File: config.mk
export PLATFORM = sky130hd
export DESIGN_NAME = cfg_port_ctrl
export DESIGN_NICKNAME = d
export VERILOG_FILES = /design/src/rtl/cfgp_pkg.sv /design/src/rtl/cfgp_decode.sv /design/src/rtl/cfgp_mode.sv /design/src/rtl/cfgp_regfile.sv /design/src/rtl/cfg_port_ctrl.sv
export SDC_FILE = /design/constraint.sdc
export NUM_CORES = 1
export LEC_CHECK = 0
export BUFFER_PORTS_ARGS = -buffer_cell sky130_fd_sc_hd__buf_4
export CAP_MARGIN = 15
export CELL_PAD_IN_SITES_DETAIL_PLACEMENT = 1
export CELL_PAD_IN_SITES_GLOBAL_PLACEMENT = 1
export CORE_MARGIN = 2
export CORE_UTILIZATION = 40
export DETAILED_ROUTE_END_ITERATION = 16
export PLACE_DENSITY_LB_ADDON = 0.3
export SKIP_CTS_REPAIR_TIMING = 1
export SLEW_MARGIN = 0
export SYNTH_ARGS = -nofsm -noshare
export SYNTH_HDL_FRONTEND = slang
export SYNTH_SLANG_ARGS = --single-unit
File: constraint.sdc
create_clock -name clk -period 3.3 [get_ports clk]
set_input_delay 0.33 -clock clk [delete_from_list [all_inputs] [get_ports clk]]
set_output_delay 0.33 -clock clk [all_outputs]
set_load 0.02 [all_outputs]
File: src/rtl/cfgp_pkg.sv
package cfgp_pkg;
  localparam int unsigned AW = 16;
  localparam int unsigned DW = 8;
  localparam logic [DW-1:0] KEY_ENTER   = 8'h55;
  localparam logic [DW-1:0] KEY_EXIT    = 8'hAA;
  localparam logic [DW-1:0] IDX_BASE_LO = 8'h26;
  localparam logic [DW-1:0] IDX_BASE_HI = 8'h27;
  localparam logic [DW-1:0] IDX_DEV_EN  = 8'h30;
  localparam logic [AW-1:0] BASE_STRAP0 = 16'h03F0;
  localparam logic [AW-1:0] BASE_STRAP1 = 16'h0370;

  typedef struct packed {
    logic idx;  // base address hit
    logic dat;  // base+1 hit
  } hit_t;
endpackage

File: src/rtl/cfgp_decode.sv
module cfgp_decode
  import cfgp_pkg::*;
(
  input  logic [AW-1:0] addr,
  input  logic          aen,
  input  logic [AW-1:0] base,
  output hit_t          hit
);
  logic [AW-1:0] base_p1;
  assign base_p1 = base + AW'(1);

  always_comb begin
    hit.idx = !aen && (addr == base);
    hit.dat = !aen && (addr == base_p1);
  end
endmodule

File: src/rtl/cfgp_mode.sv
module cfgp_mode
  import cfgp_pkg::*;
(
  input  logic          clk,
  input  logic          rst_n,
  input  logic          wr,
  input  logic [DW-1:0] wdata,
  input  hit_t          hit,
  output logic          cfg_mode,
  output logic          idx_we
);
  typedef enum logic {ST_RUN, ST_CFG} mode_e;
  mode_e st;

  logic key_wr;
  assign key_wr   = wr && hit.idx;
  assign cfg_mode = (st == ST_CFG);
  assign idx_we   = key_wr && (st == ST_CFG) && (wdata != KEY_EXIT);

  always_ff @(posedge clk) begin
    if (!rst_n) begin
      st <= ST_RUN;
    end else if (key_wr) begin
      if (st == ST_RUN && wdata == KEY_ENTER) st <= ST_CFG;
      else if (st == ST_CFG && wdata == KEY_EXIT) st <= ST_RUN;
    end
  end
endmodule

File: src/rtl/cfgp_regfile.sv
module cfgp_regfile
  import cfgp_pkg::*;
#(
  parameter int unsigned NDEV = 8
) (
  input  logic            clk,
  input  logic            rst_n,
  input  logic            strap,
  input  logic            idx_we,
  input  logic            dat_we,
  input  logic [DW-1:0]   wdata,
  output logic [DW-1:0]   index,
  output logic [DW-1:0]   sel_val,
  output logic [AW-1:0]   base,
  output logic [NDEV-1:0] dev_en
);
  localparam int unsigned HB = AW / 2;
  logic [DW-1:0] en_rd;

  always_ff @(posedge clk) begin
    if (!rst_n) begin
      index  <= '0;
      base   <= strap ? BASE_STRAP1 : BASE_STRAP0;
      dev_en <= '0;
    end else begin
      if (idx_we) index <= wdata;
      if (dat_we) begin
        unique case (index)
          IDX_BASE_LO: base[HB-1:0]  <= wdata;
          IDX_BASE_HI: base[AW-1:HB] <= wdata;
          IDX_DEV_EN:  dev_en        <= wdata[NDEV-1:0];
          default: ;
        endcase
      end
    end
  end

  for (genvar i = 0; i < DW; i++) begin : g_en_rd
    if (i < NDEV) begin : g_live
      assign en_rd[i] = dev_en[i];
    end else begin : g_zero
      assign en_rd[i] = 1'b0;
    end
  end

  always_comb begin
    unique case (index)
      IDX_BASE_LO: sel_val = base[HB-1:0];
      IDX_BASE_HI: sel_val = base[AW-1:HB];
      IDX_DEV_EN:  sel_val = en_rd;
      default:     sel_val = '0;
    endcase
  end
endmodule

File: src/rtl/cfg_port_ctrl.sv
module cfg_port_ctrl
  import cfgp_pkg::*;
#(
  parameter int unsigned NDEV = 8
) (
  input  logic            clk,
  input  logic            rst_n,
  input  logic            strap,
  input  logic [15:0]     bus_addr,
  input  logic [7:0]      bus_wdata,
  input  logic            bus_wr,
  input  logic            bus_rd,
  input  logic            bus_aen,
  output logic [7:0]      bus_rdata,
  output logic            bus_rvalid,
  output logic            cfg_mode,
  output logic [NDEV-1:0] dev_en
);
  hit_t          hit;
  logic [AW-1:0] base;
  logic [DW-1:0] index, sel_val;
  logic          idx_we, dat_we, rd_claim;

  cfgp_decode u_dec (
    .addr(bus_addr), .aen(bus_aen), .base(base), .hit(hit)
  );

  cfgp_mode u_mode (
    .clk(clk), .rst_n(rst_n), .wr(bus_wr), .wdata(bus_wdata),
    .hit(hit), .cfg_mode(cfg_mode), .idx_we(idx_we)
  );

  assign dat_we   = bus_wr && hit.dat && cfg_mode;
  assign rd_claim = bus_rd && cfg_mode && (hit.idx || hit.dat);

  cfgp_regfile #(.NDEV(NDEV)) u_rf (
    .clk(clk), .rst_n(rst_n), .strap(strap), .idx_we(idx_we),
    .dat_we(dat_we), .wdata(bus_wdata), .index(index),
    .sel_val(sel_val), .base(base), .dev_en(dev_en)
  );

  always_ff @(posedge clk) begin
    if (!rst_n) begin
      bus_rvalid <= 1'b0;
      bus_rdata  <= '0;
    end else begin
      bus_rvalid <= rd_claim;
      if (rd_claim) bus_rdata <= hit.idx ? index : sel_val;
    end
  end
endmodule

==> results.yml <==
critical_path:
  cp-start-kind: "flop"
  worst-r2r-setup-slack_ns: 0.50
  endpoint_kind: "flop"
  crit_type: "reg2reg"
  reg2reg_depth: 7
  regToRegStartpoint: "u_rf.base[1]$_SDFFCE_PN0P_"
  critPathMaxFanout: 8
  worstReg2RegEnd: "u_rf.base[14]$_SDFFCE_PN0P_"
  crit_required_ns: 3.28
  cp_data_arrival_time_ns: 2.77
floorplan:
  coreArea_sq_um: 6390
  pin_count: 48
  dieArea_sq_um: 7310
  start_util_pct: 41.6
  die_x_microns: 85.5
  die_y_microns: 85.5
  num_rows: 29
clocking:
  cts_htree_levels: 2
  clk_latency_ns: 0.31
  clockBufferDepth: 2
  cts_tree: "built"
  numCtsBuffers: 5
  root_buffer: "clkbuf_8"
  clkTransAtPathRegs_ns: 0.09
  numClockSinks: 42
timing:
  period_needed_ns: 2.80
  max_clock_freq_mhz: 358
  fin_skew_ns: 0.00996
  finalSetupViolations: 0
  tightest_slew_ns: 0.736
  final.setup.worst_slack_ns: 0.505
  tns_ns: 0
  timing.slew.headroom_pct: 50.5
  finalHoldViolations: 0
  layout_worst_path_cycle_share_pct: 84.7
  rsz0062_at_grt: "no"
  maxSlewViolCount: 0
detailed_routing:
  via_per_inst: 5.88
  wl_per_cell_microns: 19.5
  drc: 0
  drtIter0Drc: 72
  ant_nets: 0
  first_pass_iters: 4
  wl_microns: 7990
  vias: 2404
finish:
  fin_nets: 362
  drive_above_1_share_pct: 19.9
  area_delta_synth_final_pct: 21.3
  area.sequential_sq_um: 1000
  fillers: 735
  multi_input_area_sq_um: 1570
  diodes: 0
logic_synthesis:
  synth_edf_count: 16
  synthCells: 285
  yosys-top-cells-count: "mux2i_1, nand2_1, dfxtp_1"
  synth-warning-count: 0
  syn-num-nets: 316
  synth.most_common_cell: "mux2i_1"
  ys_seq_area_share_pct: 37.7
  synth_seq_cells: 42
  yosysTopAreaCellShare_pct: 19.6
  post_synth.cell_area_avg_sq_um: 9.32
  synth_area_sq_um: 2660
  synthTopCellsByArea: "dfxtp_1, edfxtp_1, mux2i_1, xor2_1, nand2_1"
  yosysTopAreaCell: "dfxtp_1"
  synth.distinct_cells: 47
  synthArstFlopShare_pct: 0
  synth_ff_type: "dfxtp_1"
placed_design:
  routabilityCongestion: 0.892
  dp_hpwl_microns: 6310
  place_ws_ns: 0.517
  io_buffers: 47
grt:
  grt_pass1_vias: 2431
  grt_max_degree: 25
  antenna_found_initial: 0
  grt_remaining_overflow: 0
  track_usage_pct: 23.2
  grt_pass1_wl_microns: 13000
power:
  irDropWorstVdd_v: 0.000415
  power_density_nw_per_um2: 381
  power_leakage_uw: 0.00127
run_status:
  status: "finished clean"
hold_path:
  min_to: "u_mode.cfg_mode$_SDFFE_PN0P_"
  hold_start: "bus_wr"
  min_path_type: "in2reg"
  hold_depth: 2
run:
  maxCapViolCount: 0
==> sequential cells by signal, summed over array words and instances, names as in the netlist <==
register         flops
bus_rvalid           1
u_rf.base           16
u_mode.cfg_mode      1
bus_rdata            8
u_rf.index           8
u_rf.dev_en          8
==> power by group <==
group / leakage, uW / internal [uW] / total (uW) / switching (uW)
Combinational: 0.000837 / 67.3 / 152 / 84.3
Clock: 0.0000658 / 300 / 487 / 188
Sequential: 0.000365 / 556 / 588 / 31.9
Total: 0.00127 / 923 / 1230 / 304
==> critical path, cell delays in order (launching register included) <==
cell and delay (ns):
edfxtp_1 0.50, ha_1 0.33, xor2_1 0.14, or3_1 0.34, a211oi_1 0.18, nand4_1 0.23, nor4_2 0.35, a21o_1 0.38
==> worst max-delay path by stage <==
stage	to	startpoint	depth (start not counted)
after global routing	u_rf.base[2]$_SDFFCE_PN0P_	u_rf.base[0]$_SDFFCE_PN0P_	7
after detailed placement	u_rf.base[8]$_SDFFCE_PN1P_	u_rf.base[1]$_SDFFCE_PN0P_	7
after CTS	u_rf.base[13]$_SDFFCE_PN0P_	u_rf.base[1]$_SDFFCE_PN0P_	7
final	u_rf.base[14]$_SDFFCE_PN0P_	u_rf.base[1]$_SDFFCE_PN0P_	7
after global placement	u_rf.dev_en[3]$_SDFFE_PN0P_	u_rf.base[0]$_SDFFCE_PN0P_	7
after floorplan	u_rf.base[10]$_SDFFCE_PN0P_	u_rf.base[0]$_SDFFCE_PN0P_	8
==> per-stage QoR <==
stage               std cells  total power [uW]  util, %  cell area, sq um  hold slack, ns
finish                    409              1230     50.4              3220           0.298
global route              409              1280     50.4              3220           0.295
CTS                       409              1240     50.4              3220           0.287
detailed placement        401               750     48.4              3090           0.495
global placement          401               742     48.4              3090           0.480
floorplan                 285               676        -              2660           0.470
==> layer usage <==
metal  GRT usage [%]  routed length (microns)  vias up  share of wire, %
li1                -                        -     1151                 -
met5               0                        0        -                 0
met1            31.1                     3570     1171                45
met4            7.94                      189        0               2.4
met3            3.79                      382       14               4.8
met2            37.8                     3850       68                48
==> cells in the final DEF (no fill, tap or decap), types with 3 or more instances in the layout <==
cell type / count
nand3_1: 6
nand4_1: 7
inv_1: 10
dfxtp_1: 26
clkbuf_8: 5
xor2_1: 13
nor4bb_1: 3
nand2b_1: 7
mux2i_1: 32
nor3_1: 12
edfxtp_1: 16
or3_1: 3
o21ai_0: 3
and4_1: 10
a211oi_1: 9
xnor2_1: 10
nand2_1: 29
nor2_1: 11
buf_4: 51
a21oi_1: 15
a21o_1: 3
nor4_1: 5
o2bb2ai_1: 8
and2_1: 10
==> cell type report <==
type | count | share of cell area [%]
Sequential cell | 42 | 31.1
Tap cell | 77 | 2.99
Timing Repair Buffer | 51 | 11.9
Clock inverter | 3 | 1.98
Inverter | 10 | 1.17
Clock buffer | 5 | 2.14
Multi-Input combinational cell | 221 | 48.8
==> kinds of logic after synthesis <==
group	synth area share (%)
muxes	12.1
DFF	37.7
and+or+nand+nor	26.6
xor gates and xnor gates	7.59
adders and majority gates	0.471
AOI/OAI and AO/OA	12.2
buffers and inverters	3.39
No activity file was read; power rests on OpenSTA's default activity.
